## src/rtl/dram_sched_pkg.sv

```systemverilog
package dram_sched_pkg;
    typedef enum logic [2:0] {CMD_NOP, CMD_MRS, CMD_RD, CMD_WR, CMD_AREF} cmd_e;

    // returns {cs_n, we_n, ref_n}
    function automatic logic [2:0] cmd_pins(cmd_e c);
        case (c)
            CMD_MRS:  return 3'b000;
            CMD_RD:   return 3'b011;
            CMD_WR:   return 3'b001;
            CMD_AREF: return 3'b010;
            default:  return 3'b111;
        endcase
    endfunction
endpackage

```

## src/rtl/dram_bank_trk.sv

```systemverilog
module dram_bank_trk #(
    parameter int TRC = 4,
    localparam int TRC_W = $clog2(TRC)
) (
    input  logic clk,
    input  logic rst_n,
    input  logic issue,
    input  logic set_due,
    input  logic clr_due,
    output logic busy,
    output logic due
);
    localparam logic [TRC_W-1:0] HOLD = TRC_W'(TRC - 1);

    typedef struct packed {
        logic [TRC_W-1:0] cnt;
        logic             due;
    } trk_t;

    trk_t st_d, st_q;

    always_comb begin
        st_d = st_q;
        if (issue)
            st_d.cnt = HOLD;
        else if (st_q.cnt != '0)
            st_d.cnt = st_q.cnt - TRC_W'(1);
        if (set_due)
            st_d.due = 1'b1;
        else if (clr_due)
            st_d.due = 1'b0;
    end

    always_ff @(posedge clk) begin
        if (!rst_n) st_q <= '0;
        else        st_q <= st_d;
    end

    assign busy = (st_q.cnt != '0);
    assign due  = st_q.due;

    // the scheduler never targets a bank still inside its row-cycle hold
    a_r6_issue_when_free: assert property (@(posedge clk) disable iff (!rst_n)
        issue |-> (st_q.cnt == '0));
    // a due mark survives until its refresh is issued
    a_r7_due_held: assert property (@(posedge clk) disable iff (!rst_n)
        (due && !clr_due) |=> due);
endmodule

```

## src/rtl/dram_init_seq.sv

```systemverilog
module dram_init_seq
    import dram_sched_pkg::*;
#(
    parameter int NUM_BANKS = 8,
    parameter int ADDR_W    = 20,
    parameter int DUMMY_MRS = 2,
    parameter int INIT_NOPS = 1024,
    parameter int MRS_KEEP  = 10,
    parameter logic [ADDR_W-1:0] MODE_WORD = '0,
    localparam int BA_W = $clog2(NUM_BANKS)
) (
    input  logic              clk,
    input  logic              rst_n,
    output logic              done,
    output cmd_e              cmd,
    output logic [BA_W-1:0]   bank,
    output logic [ADDR_W-1:0] addr
);
    localparam int CNT_MAX0 = (DUMMY_MRS > NUM_BANKS) ? DUMMY_MRS : NUM_BANKS;
    localparam int CNT_MAX  = (INIT_NOPS > CNT_MAX0) ? INIT_NOPS : CNT_MAX0;
    localparam int CNT_W    = $clog2(CNT_MAX + 1);
    localparam logic [CNT_W-1:0] LAST_MRS  = CNT_W'(DUMMY_MRS);
    localparam logic [CNT_W-1:0] LAST_BANK = CNT_W'(NUM_BANKS - 1);
    localparam logic [CNT_W-1:0] LAST_NOP  = CNT_W'(INIT_NOPS - 1);
    localparam logic [ADDR_W-1:0] KEEP_MASK = ADDR_W'((64'd1 << MRS_KEEP) - 64'd1);

    typedef enum logic [1:0] {PH_MRS, PH_AREF, PH_NOP, PH_DONE} phase_e;
    typedef struct packed {
        phase_e           ph;
        logic [CNT_W-1:0] cnt;
    } seq_t;

    seq_t st_d, st_q;

    always_comb begin
        st_d = st_q;
        done = 1'b0;
        cmd  = CMD_NOP;
        bank = '0;
        addr = '0;
        case (st_q.ph)
            PH_MRS: begin
                cmd = CMD_MRS;
                if (st_q.cnt == LAST_MRS) begin
                    addr     = MODE_WORD & KEEP_MASK;
                    st_d.ph  = PH_AREF;
                    st_d.cnt = '0;
                end else begin
                    st_d.cnt = st_q.cnt + CNT_W'(1);
                end
            end
            PH_AREF: begin
                cmd  = CMD_AREF;
                bank = st_q.cnt[BA_W-1:0];
                if (st_q.cnt == LAST_BANK) begin
                    st_d.ph  = PH_NOP;
                    st_d.cnt = '0;
                end else begin
                    st_d.cnt = st_q.cnt + CNT_W'(1);
                end
            end
            PH_NOP: begin
                if (st_q.cnt == LAST_NOP) begin
                    st_d.ph  = PH_DONE;
                    st_d.cnt = '0;
                end else begin
                    st_d.cnt = st_q.cnt + CNT_W'(1);
                end
            end
            default: done = 1'b1;
        endcase
    end

    always_ff @(posedge clk) begin
        if (!rst_n) st_q <= '{ph: PH_MRS, cnt: '0};
        else        st_q <= st_d;
    end

    // once finished, the sequence never restarts
    a_r3_done_sticky: assert property (@(posedge clk) disable iff (!rst_n)
        done |=> done);
    // the mode-register phase only ever emits mode writes
    a_r2_mrs_phase: assert property (@(posedge clk) disable iff (!rst_n)
        (st_q.ph == PH_MRS) |-> (cmd == CMD_MRS));
endmodule

```

## src/rtl/dram_cmd_sched.sv

```systemverilog
module dram_cmd_sched
    import dram_sched_pkg::*;
#(
    parameter int NUM_BANKS  = 8,
    parameter int ADDR_W     = 20,
    parameter int TRC        = 4,
    parameter int REF_PERIOD = 780,
    parameter int DUMMY_MRS  = 2,
    parameter int INIT_NOPS  = 1024,
    parameter logic [ADDR_W-1:0] MODE_WORD = 20'h0_0021,
    localparam int BA_W = $clog2(NUM_BANKS)
) (
    input  logic              clk,
    input  logic              rst_n,
    input  logic              req_valid,
    input  logic              req_write,
    input  logic [BA_W-1:0]   req_bank,
    input  logic [ADDR_W-1:0] req_addr,
    output logic              req_ready,
    output logic              init_done,
    output logic              cmd_cs_n,
    output logic              cmd_we_n,
    output logic              cmd_ref_n,
    output logic [BA_W-1:0]   cmd_ba,
    output logic [ADDR_W-1:0] cmd_addr
);
    localparam int RP_W = $clog2(REF_PERIOD);
    localparam logic [RP_W-1:0] RP_LAST = RP_W'(REF_PERIOD - 1);

    typedef struct packed {
        logic              cs_n;
        logic              we_n;
        logic              ref_n;
        logic [BA_W-1:0]   ba;
        logic [ADDR_W-1:0] addr;
        logic [RP_W-1:0]   tmr;
    } top_t;

    top_t st_d, st_q;

    cmd_e              init_cmd, cmd;
    logic [BA_W-1:0]   init_bank, nba;
    logic [ADDR_W-1:0] init_addr, naddr;
    logic [NUM_BANKS-1:0] busy, due, issue_v, clr_v;
    logic              set_due, found;

    dram_init_seq #(
        .NUM_BANKS(NUM_BANKS), .ADDR_W(ADDR_W), .DUMMY_MRS(DUMMY_MRS),
        .INIT_NOPS(INIT_NOPS), .MRS_KEEP(10), .MODE_WORD(MODE_WORD)
    ) u_init (
        .clk(clk), .rst_n(rst_n), .done(init_done),
        .cmd(init_cmd), .bank(init_bank), .addr(init_addr)
    );

    for (genvar b = 0; b < NUM_BANKS; b++) begin : g_bank
        dram_bank_trk #(.TRC(TRC)) u_trk (
            .clk(clk), .rst_n(rst_n), .issue(issue_v[b]),
            .set_due(set_due), .clr_due(clr_v[b]),
            .busy(busy[b]), .due(due[b])
        );
    end

    always_comb begin
        st_d      = st_q;
        issue_v   = '0;
        clr_v     = '0;
        set_due   = 1'b0;
        req_ready = 1'b0;
        found     = 1'b0;
        cmd       = CMD_NOP;
        nba       = '0;
        naddr     = '0;
        if (!init_done) begin
            cmd   = init_cmd;
            nba   = init_bank;
            naddr = init_addr;
            if (init_cmd == CMD_AREF) issue_v[init_bank] = 1'b1;
        end else begin
            if (st_q.tmr == RP_LAST) begin
                st_d.tmr = '0;
                set_due  = 1'b1;
            end else begin
                st_d.tmr = st_q.tmr + RP_W'(1);
            end
            if (req_valid && !busy[req_bank] && !due[req_bank]) begin
                req_ready         = 1'b1;
                cmd               = req_write ? CMD_WR : CMD_RD;
                nba               = req_bank;
                naddr             = req_addr;
                issue_v[req_bank] = 1'b1;
            end else begin
                for (int b = 0; b < NUM_BANKS; b++) begin
                    if (!found && due[b] && !busy[b]) begin
                        found      = 1'b1;
                        cmd        = CMD_AREF;
                        nba        = BA_W'(b);
                        issue_v[b] = 1'b1;
                        clr_v[b]   = 1'b1;
                    end
                end
            end
        end
        {st_d.cs_n, st_d.we_n, st_d.ref_n} = cmd_pins(cmd);
        st_d.ba   = nba;
        st_d.addr = naddr;
    end

    always_ff @(posedge clk) begin
        if (!rst_n) st_q <= '{cs_n: 1'b1, we_n: 1'b1, ref_n: 1'b1, ba: '0, addr: '0, tmr: '0};
        else        st_q <= st_d;
    end

    assign cmd_cs_n  = st_q.cs_n;
    assign cmd_we_n  = st_q.we_n;
    assign cmd_ref_n = st_q.ref_n;
    assign cmd_ba    = st_q.ba;
    assign cmd_addr  = st_q.addr;

    // no request is taken before the power-up sequence ends
    a_r9_ready_after_init: assert property (@(posedge clk) disable iff (!rst_n)
        req_ready |-> init_done);
    // an accepted request reaches the pins one cycle later with its bank
    a_r5_req_to_pins: assert property (@(posedge clk) disable iff (!rst_n)
        (req_valid && req_ready) |=> (!cmd_cs_n && cmd_ref_n && cmd_ba == $past(req_bank)));
    // two refreshes in a row never hit the same bank
    a_r6_aref_spacing: assert property (@(posedge clk) disable iff (!rst_n)
        (!cmd_cs_n && cmd_we_n && !cmd_ref_n) |=>
        !(!cmd_cs_n && cmd_we_n && !cmd_ref_n && cmd_ba == $past(cmd_ba)));
endmodule

```

## config.mk

```make
export PLATFORM = sky130hd
export DESIGN_NAME = dram_cmd_sched
export DESIGN_NICKNAME = d
export VERILOG_FILES = /design/src/rtl/dram_sched_pkg.sv /design/src/rtl/dram_bank_trk.sv /design/src/rtl/dram_init_seq.sv /design/src/rtl/dram_cmd_sched.sv
export SDC_FILE = /design/constraint.sdc
export NUM_CORES = 1
export LEC_CHECK = 0
export BUFFER_PORTS_ARGS = -buffer_cell sky130_fd_sc_hd__buf_2
export CORE_ASPECT_RATIO = 1.25
export CORE_MARGIN = 5
export CORE_UTILIZATION = 41
export CTS_CLUSTER_DIAMETER = 80
export CTS_CLUSTER_SIZE = 8
export DETAILED_ROUTE_END_ITERATION = 6
export SETUP_SLACK_MARGIN = 0.4
export SYNTH_ARGS = -nofsm -noshare
export SYNTH_HDL_FRONTEND = slang
export SYNTH_HIERARCHICAL = 1
export SYNTH_SLANG_ARGS = --single-unit
```

## constraint.sdc

```tcl
create_clock -name clk -period 5.1 [get_ports clk]
set_clock_uncertainty 0.1 [all_clocks]
set_input_delay 1.02 -clock clk [delete_from_list [all_inputs] [get_ports clk]]
set_output_delay 1.02 -clock clk [all_outputs]
set_load 0.01 [all_outputs]
```

# After elaboration in Yosys (flattened, before gate mapping)
# Cells that the tools add are included.
word_totals:
  register_bits: 73
  wordCells: 229
  n_memories: 0
  output_inout_bits: 28
  ramBits: 0
  latch_bits: 0
  mem_bits_ro: 0
op_classes:
  reduce_logical: 64
  div_mod_pow: 0
  n_eq_ne: 14
  n_mul: 0
  bitwise_logic: 0
  add_sub_neg: 10
  n_mux: 113
  n_lt_le_gt_ge: 4
  n_shift: 0
ops:
  columns: ["op", "count"]
  rows:
  - ["$mux 20", 3]
  - ["$mux 3", 19]
  - ["$mux 1", 55]
  - ["$reduce_bool 2->1", 24]
  - ["$mux 8", 5]
  - ["$pmux 13 s3", 1]
  - ["$mux 2", 19]
  - ["$mux 11", 3]
  - ["$logic_and 1x1->1", 19]
  - ["$logic_not 1->1", 17]
  - ["$sub 2x1->2 const B", 8]
  - ["$pmux 3 s4", 1]
  - ["$add 11x1->11 const B", 1]
  - ["$eq 11x10->1 const B", 1]
  - ["$eq 11x2->1 const B", 1]
  - ["$eq 11x3->1 const B", 1]
  - ["$add 10x1->10 const B", 1]
  - ["$eq 10x10->1 const B", 1]
  - ["$mux 10", 1]
  - ["$lt 3x4->1 const B", 2]
  - ["$bmux 1 s3", 2]
  - ["$demux 1 s3", 2]
  - ["$eq 3x2->1 const B", 2]
  - ["$eq 3x3->1 const B", 2]
  - ["11 further kinds", 14]

# Logic depth before layout (Yosys ltp)
# Gate-level depths: netlist of the first run.
depth:
  word_depth: 52
  ltp_mapped: 12
  mapped_depth_nobuf: 11

# Hierarchy
# The synthesis of the first run kept the hierarchy.
modules_own_cells:
  columns: ["mod", "seq_area_each_um2", "instances", "area_each_um2", "cells_each"]
  rows:
  - ["dram_cmd_sched", 720.7, 1, 2283.4, 273]
  - ["dram_init_seq", 260.2, 1, 1102.3, 130]
  - ["dram_bank_trk", 60.1, 8, 131.4, 13]

# Worst setup path after synthesis of the first run
# No wires, ideal clock.
synth_timing:
  path_type: "in2out"
  from: "input req_bank[0]"
  to: "output req_ready"
  path_stages: 5
  arrival_time_ns: 2.098
  path_buffers: 1
  setup_slack_ns: 1.882
  path_cell_list: "buf_6 > or4b_1 > o311ai_2 > o211ai_1 > nor2_1"
synth_via:
  elab_chain_len: 7
synth_rtl:
  columns: ["item", "line", "text"]
  rows:
  - ["from (decl)", "dram_cmd_sched.sv:17", "input logic [BA_W-1:0] req_bank,"]
  - ["$bmux 1 s3", "dram_cmd_sched.sv:85", "if (req_valid && !busy[req_bank] && !due[req_bank]) begin"]
  - ["$mux 1 (implied by the code)", "dram_cmd_sched.sv:85", null]
  - ["$logic_not 1->1", "dram_cmd_sched.sv:85", null]
  - ["$logic_and 1x1->1", "dram_cmd_sched.sv:85", null]
  - ["$logic_and 1x1->1 *", "dram_cmd_sched.sv:85", null]
  - ["$mux 1 *", "dram_cmd_sched.sv:85", null]
  - ["$mux 1 *", "dram_cmd_sched.sv:73", "if (!init_done) begin"]
  - ["to (decl)", "dram_cmd_sched.sv:19", "output logic req_ready,"]
# Mark *: on every way between the ends. The rest lies on a longest branch, timed or not. The select of a mux whose other input is x is not followed.

# Worst setup path in the final report of the first run
# Same ends and word-level chain as after synthesis.

==> impl_metrics.csv, run 1 <==
group,metric,value,unit
hold_path,holdPathStages,2,
critical_path,reg2regPathDepth,5,
critical_path,path_max_fanout,9,
grt,grt_max_degree,54,
cts,post_cts_buffers,0,
status,outcome,"completed",
sta,slew_headroom,15.8,%
grt,gr-total-overflow,0,
drt,drc,0,
logic_synthesis,synth_edf_count,0,
sta,finalSetupTns,0,ns
critical_path,cp_num_buf_inv,2,
drt,drtIter0Drc,141,
die,dieArea,13000,sq um
logic_synthesis,ys_seq_area_share,32.9,%
logic_synthesis,synth_cell_types,76,
drt,drt_wl_total,8830,microns
layout,nNetsFinal,574,
critical_path,crit_path_start_kind,"primary input",
cts,cts_tree,"yes",
critical_path,crit_slowest_cell,"or4b_1",
grt,grt_pass1_wl,14600,microns
sta,hold_viol,0,
logic_synthesis,synth-seq-cells,73,
critical_path,critical_path_class,"primary input to primary output",
die,ioPinCount,55,
grt,grtUsageTotal,13.9,%
logic_synthesis,synthArstFlopShare,0,%
cts,cts_sinks,73,
die,fp-row-count,42,
logic_synthesis,syn_inst,507,
drt,vias,3424,
cts,clkLatencyLatePin,0.33,ns
placement,port_buffers,54,
sta,setup_viol,0,
sta,worstMarginPinSlew,1.25,ns
critical_path,critical_path.cell_chain,"buf_2 -> or4b_1 -> o311ai_2 -> o211ai_1 -> nor2_1 -> buf_2",
sta,drv_slew,0,
die,initial_core_util,41.8,%
drt,postRouteAntennaNets,0,
layout,final_util,45.0,%
critical_path,slowest_delay,0.48,ns
cts,cts.repair.resized,0,
hold_path,hp-class,"flop to flop",
critical_path,critical_path_depth,6,
cts,cts_buffer_depth,2,
critical_path,reg2reg_to,"st_q[2]",
job,cap_viol_max_count,0,
placement,place.gp.congestion,0.886,
sta,max_freq,0.287,GHz
critical_path,critPathMostFrequentCell,"buf_2",
logic_synthesis,yosysWarnings,6,
cts,cts_root_buffer,"clkbuf_16",
sta,finalCritPeriodShare,68.2,%
power,power_density,405,nW/um^2
cts,cts_hold_buf,0,
sta,rsz0062_at_grt,"false",
logic_synthesis,yosysTopAreaCell,"dfxtp_1",
layout,final_area,4780,sq um
critical_path,crit_arrival,2.36,ns
sta,holdWs,0.418,ns
grt,grt_pass1_vias,3367,
critical_path,critPathLaunch,"req_bank[0]",
critical_path,rr_startpoint,"u_init/st_q[12]",
logic_synthesis,avgSynthCellArea,8.75,sq um
die,fp.dieW,103,microns
critical_path,r2r_slack,2.08,ns
power,vdd_ir_drop_max,137,uV
drt,wl_per_cell,13.3,microns
sta,fin_crit,3.48,ns
placement,place_area,4490,sq um
logic_synthesis,ys.flop_type,"dfxtp_1",
logic_synthesis,yosysTopAreaCellShare,32.9,%
cts,htree_levels,3,
critical_path,end_kind,"primary output",
cts,clk_pin_slew,0.05,ns
layout,layout-drive-gt1-share,19.9,%
drt,firstDrtPassIters,5,
layout,diodes,0,
cts,cts_buffers,9,
critical_path,cp.required,3.98,ns
die,die_h,126,microns
critical_path,crit_end,"req_ready",
power,power_leakage,2.01,nW
grt,antenna_found_initial,0,
placement,hpwl,6430,microns
die,core_area,10600,sq um
layout,areaGrowthSynthToFinish,7.78,%
drt,vias_per_cell,5.14,
logic_synthesis,synth.area.top_cells,"dfxtp_1, buf_4, ha_1",
logic_synthesis,syn_area,4440,sq um
critical_path,crit_family,"simple AND/OR/NAND/NOR gates",
## cell type report
cell class	instances	area (sq um)
Fill cell	1078	5830
Multi-Input combinational cell	353	2430
Sequential cell	73	1460
Timing Repair Buffer	57	293
Clock buffer	12	256
Tap cell	132	165
Inverter	36	135
Clock inverter	3	40.0
## placed cells by master, fill, tap and decap left out, types with 12 or more instances in the layout
master	count
o21a_1	24
buf_2	54
nor2_1	26
inv_1	28
a21boi_1	18
ha_1	16
nand3_1	37
nand2b_1	29
nor3_1	12
nor2b_1	14
dfxtp_1	73
xnor2_1	15
nand2_1	23
conb_1	19
## flip-flops by register name, indices dropped and copies added, names as in the netlist
name	flops
cmd_ref_n	1
u_init/st_q	13
cmd_we_n	1
st_q	10
cmd_cs_n	1
cmd_addr	20
cmd_ba	3
g_bank.u_trk/due	8
g_bank.u_trk/st_q	16
## how the worst min path moves through the flow
stage                   start        endpoint  slack [ns]
5_1_grt        u_init/st_q[9]  u_init/st_q[9]        0.44
3_3_place_gp   u_init/st_q[9]  u_init/st_q[9]        0.39
6_report              st_q[9]         st_q[9]        0.42
2_1_floorplan  u_init/st_q[9]  u_init/st_q[9]        0.36
4_1_cts        u_init/st_q[9]  u_init/st_q[9]        0.41
3_5_place_dp          st_q[9]         st_q[9]        0.41
## report_power, final
group	internal (mW)	total [mW]	switching, mW	leakage (nW)
registers	0.651	0.699	0.0482	0.598
clock network	0.401	0.625	0.224	0.148
logic	0.287	0.614	0.327	1.27
## worst min-delay path: stages, from the launching register on
cell and delay [ns]:
dfxtp_1 0.33, xor2_1 0.07, nor2_1 0.08
## per-layer routing
layer,vias to the layer above,routed length [microns],track usage [%]
met3,15,508,3.68
met4,0,239,7.01
met1,1586,3870,16.1
met2,86,4210,23.1
met5,-,0,0
li1,1737,-,-
## metrics by stage
step	worst slack, ns	power (mW)	cells
6_report	1.62	1.94	666
5_1_grt	1.53	2.07	666
4_1_cts	1.62	1.96	666
3_5_place_dp	1.61	1.33	651
3_3_place_gp	1.66	1.30	651
2_1_floorplan	1.88	1.24	525
## Yosys cell counts (5+ instances only)
library cell	count
inv_1	28
buf_6	6
nor2b_1	14
mux2i_1	9
xor2_1	5
nand2b_1	29
ha_1	17
a21oi_1	7
and2_1	6
dfxtp_1	73
xnor2_1	15
buf_4	45
a21boi_1	18
inv_2	8
or3_1	6
nor2_1	26
o21ai_0	6
o21a_1	24
clkbuf_1	5
nand4_1	9
nor3_1	12
nand2_1	23
nand3_1	37
## kinds of logic after synthesis
kind of cell / after synthesis / share of synthesized area, %
buffers and inverters: 99 / 13.8
multiplexers: 9 / 2.03
adder cells (fa/ha/maj): 17 / 4.79
XOR/XNOR: 20 / 3.95
other: 1 / 0.0845
flip-flops: 73 / 32.9
AND/OR/NAND/NOR: 195 / 25.5
AO/OA/AOI/OAI: 93 / 16.9
(Power assumes the default switching activity.)
==> run 2: changes to the inputs <==
==> constraint.sdc (replaced) <==
create_clock -name clk -period 3.1 [get_ports clk]
set_clock_uncertainty 0.1 [all_clocks]
set_input_delay 0.62 -clock clk [delete_from_list [all_inputs] [get_ports clk]]
set_output_delay 0.62 -clock clk [all_outputs]
set_load 0.01 [all_outputs]
==> impl_metrics.csv, run 2 (synthesized netlist as in run 1, its figures left out) <==
group,metric,value,unit
status,outcome,"completed",
layout,final_common_cell,"dfxtp_1",
hold_path,hp-class,"flop to flop",
drt,drc,0,
die,die_h,126,microns
critical_path,reg2reg_to,"g_bank[4].u_trk/st_q[2]",
die,fp.dieW,103,microns
drt,met2_wirelength,4290,microns
critical_path,end_kind,"primary output",
placement,port_buffers,54,
layout,areaGrowthSynthToFinish,11.4,%
die,ioPinCount,55,
layout,final_cell_mix,"dfxtp_1, buf_2, nand3_1",
critical_path,cp.required,2.38,ns
layout,nNetsFinal,589,
power,power_density,670,nW/um^2
power,switching_share,31.9,%
die,fp-row-count,42,
power,power_leakage,2.08,nW
placement,place.gp.congestion,0.867,
cts,cts_root_buffer,"clkbuf_16",
drt,vias,3492,
drt,drtIter0Drc,163,
cts,cts_sinks,73,
sta,fin_crit,2.66,ns
critical_path,r2r_slack,0.53,ns
grt,grtUsageTotal,14.6,%
cts,cts_hold_buf,0,
drt,firstDrtPassIters,4,
critical_path,critical_path_class,"flop to primary output",
sta,slew_headroom,56.6,%
cts,htree_levels,3,
grt,grt_pass1_vias,3383,
power,vdd_ir_drop_max,245,uV
cts,clkLatencyLatePin,0.34,ns
drt,vias_per_cell,5.12,
die,core_area,10600,sq um
critical_path,path_max_fanout,3,
drt,wl_per_cell,13.4,microns
placement,place_area,4530,sq um
cts,clk_pin_slew,0.06,ns
sta,finalSetupTns,0,ns
critical_path,critPathLaunch,"g_bank[2].u_trk/st_q[1]",
power,p_sw,1.06,mW
grt,antenna_found_initial,0,
sta,finalCritPeriodShare,86.0,%
drt,met3RoutedLength,579,microns
critical_path,crit_end,"req_ready",
layout,fill_cells,1029,
critical_path,crit_arrival,1.94,ns
critical_path,rr_startpoint,"g_bank[1].u_trk/st_q[1]",
grt,grt_max_degree,46,
cts,cts_buffer_depth,2,
grt,grt_pass1_wl,15300,microns
power,pwr-share-clk,31.7,%
layout,largest_register_ffs,20,
power,power_frac_comb,33.4,%
power,p_seq_share,34.9,%
sta,setup_viol,0,
power,power,3.31,mW
sta,hold_viol,0,
sta,drv_slew,0,
grt,gr-total-overflow,0,
layout,final_area,4940,sq um
critical_path,crit_path_start_kind,"flop",
critical_path,reg2regPathDepth,13,
drt,postRouteAntennaNets,0,
sta,worstMarginPinSlew,0.642,ns
die,initial_core_util,41.8,%
layout,layout-drive-gt1-share,23.8,%
cts,cts_tree,"yes",
sta,rsz0062_at_grt,"true",
sta,max_freq,0.375,GHz
placement,hpwl,6790,microns
power,p_int,2.25,mW
drt,highest_layer,"met4",
die,dieArea,13000,sq um
cts,cts_buffers,9,
drt,drt-met1-wl,3930,microns
layout,diodes,0,
drt,drt_wl_total,9150,microns
job,cap_viol_max_count,0,
run 2: cell types whose count changed in the layout (fill, tap and decap cells not counted), sizes merged:
cell and change:
buf +15, clkbuf -2, clkinv +1, clkinvlp +2
run 2: worst min-delay path by stage:
stage               slack, ns  cells past startpoint        endpoint      startpoint
finish                   0.41                      2  u_init/st_q[9]  u_init/st_q[9]
global route             0.44                      2  u_init/st_q[9]  u_init/st_q[9]
CTS                      0.41                      2  u_init/st_q[9]  u_init/st_q[9]
detailed placement       0.40                      2  u_init/st_q[9]  u_init/st_q[9]
global placement         0.39                      2  u_init/st_q[9]  u_init/st_q[9]
floorplan                0.36                      2  u_init/st_q[9]  u_init/st_q[9]
run 2: through the flow:
step | setup WS, ns | hold slack [ns] | util (%) | std cells
floorplan | 0.682 | 0.363 | - | 525
global placement | 0.477 | 0.391 | 42.7 | 657
detailed placement | 0.453 | 0.397 | 42.7 | 657
CTS | 0.352 | 0.405 | 46.1 | 680
global route | 0.343 | 0.436 | 46.5 | 682
finish | 0.435 | 0.409 | 46.5 | 682
run 2: power groups by stage:
stage | clock [mW] | sequential [mW] | combinational [mW]
final | 1.05 | 1.15 | 1.11
after global routing | 1.11 | 1.17 | 1.25
after CTS | 1.08 | 1.15 | 1.08
after detailed placement | 0 | 1.17 | 1.04
after global placement | 0 | 1.17 | 0.992
after floorplan | 0 | 1.16 | 0.876
run 2: final cells by class:
| type | count | area, sq um | area share (%) |
|---|---|---|---|
| well taps | 132 | 165 | 3.34 |
| repair buffers | 72 | 405 | 8.20 |
| clock inverters | 6 | 67.6 | 1.37 |
| multi-input cells | 353 | 2470 | 49.9 |
| clock buffers | 10 | 239 | 4.84 |
| flip-flops and latches | 73 | 1460 | 29.6 |
| inverters | 36 | 135 | 2.73 |
run 2: metal layers:
metal	vias up	global-route usage (%)
met5	-	0
met4	0	7.93
met2	87	24.1
met1	1612	17.0
met3	23	3.46
li1	1770	-
run 2: what timing repair did:
item,in CTS,in global routing
hold endpoints to repair,0,0
buffers inserted,7,2
pin swaps,5,5
gates resized for setup,2,8
endpoints found under the setup margin,1,7
run 2: critical path: stages, from the launching register on:
cell	delay [ns]
dfxtp_1	0.32
inv_1	0.06
ha_2	0.19
inv_2	0.06
or3b_1	0.38
a21oi_2	0.18
o211ai_1	0.14
nor2_1	0.14
buf_2	0.15
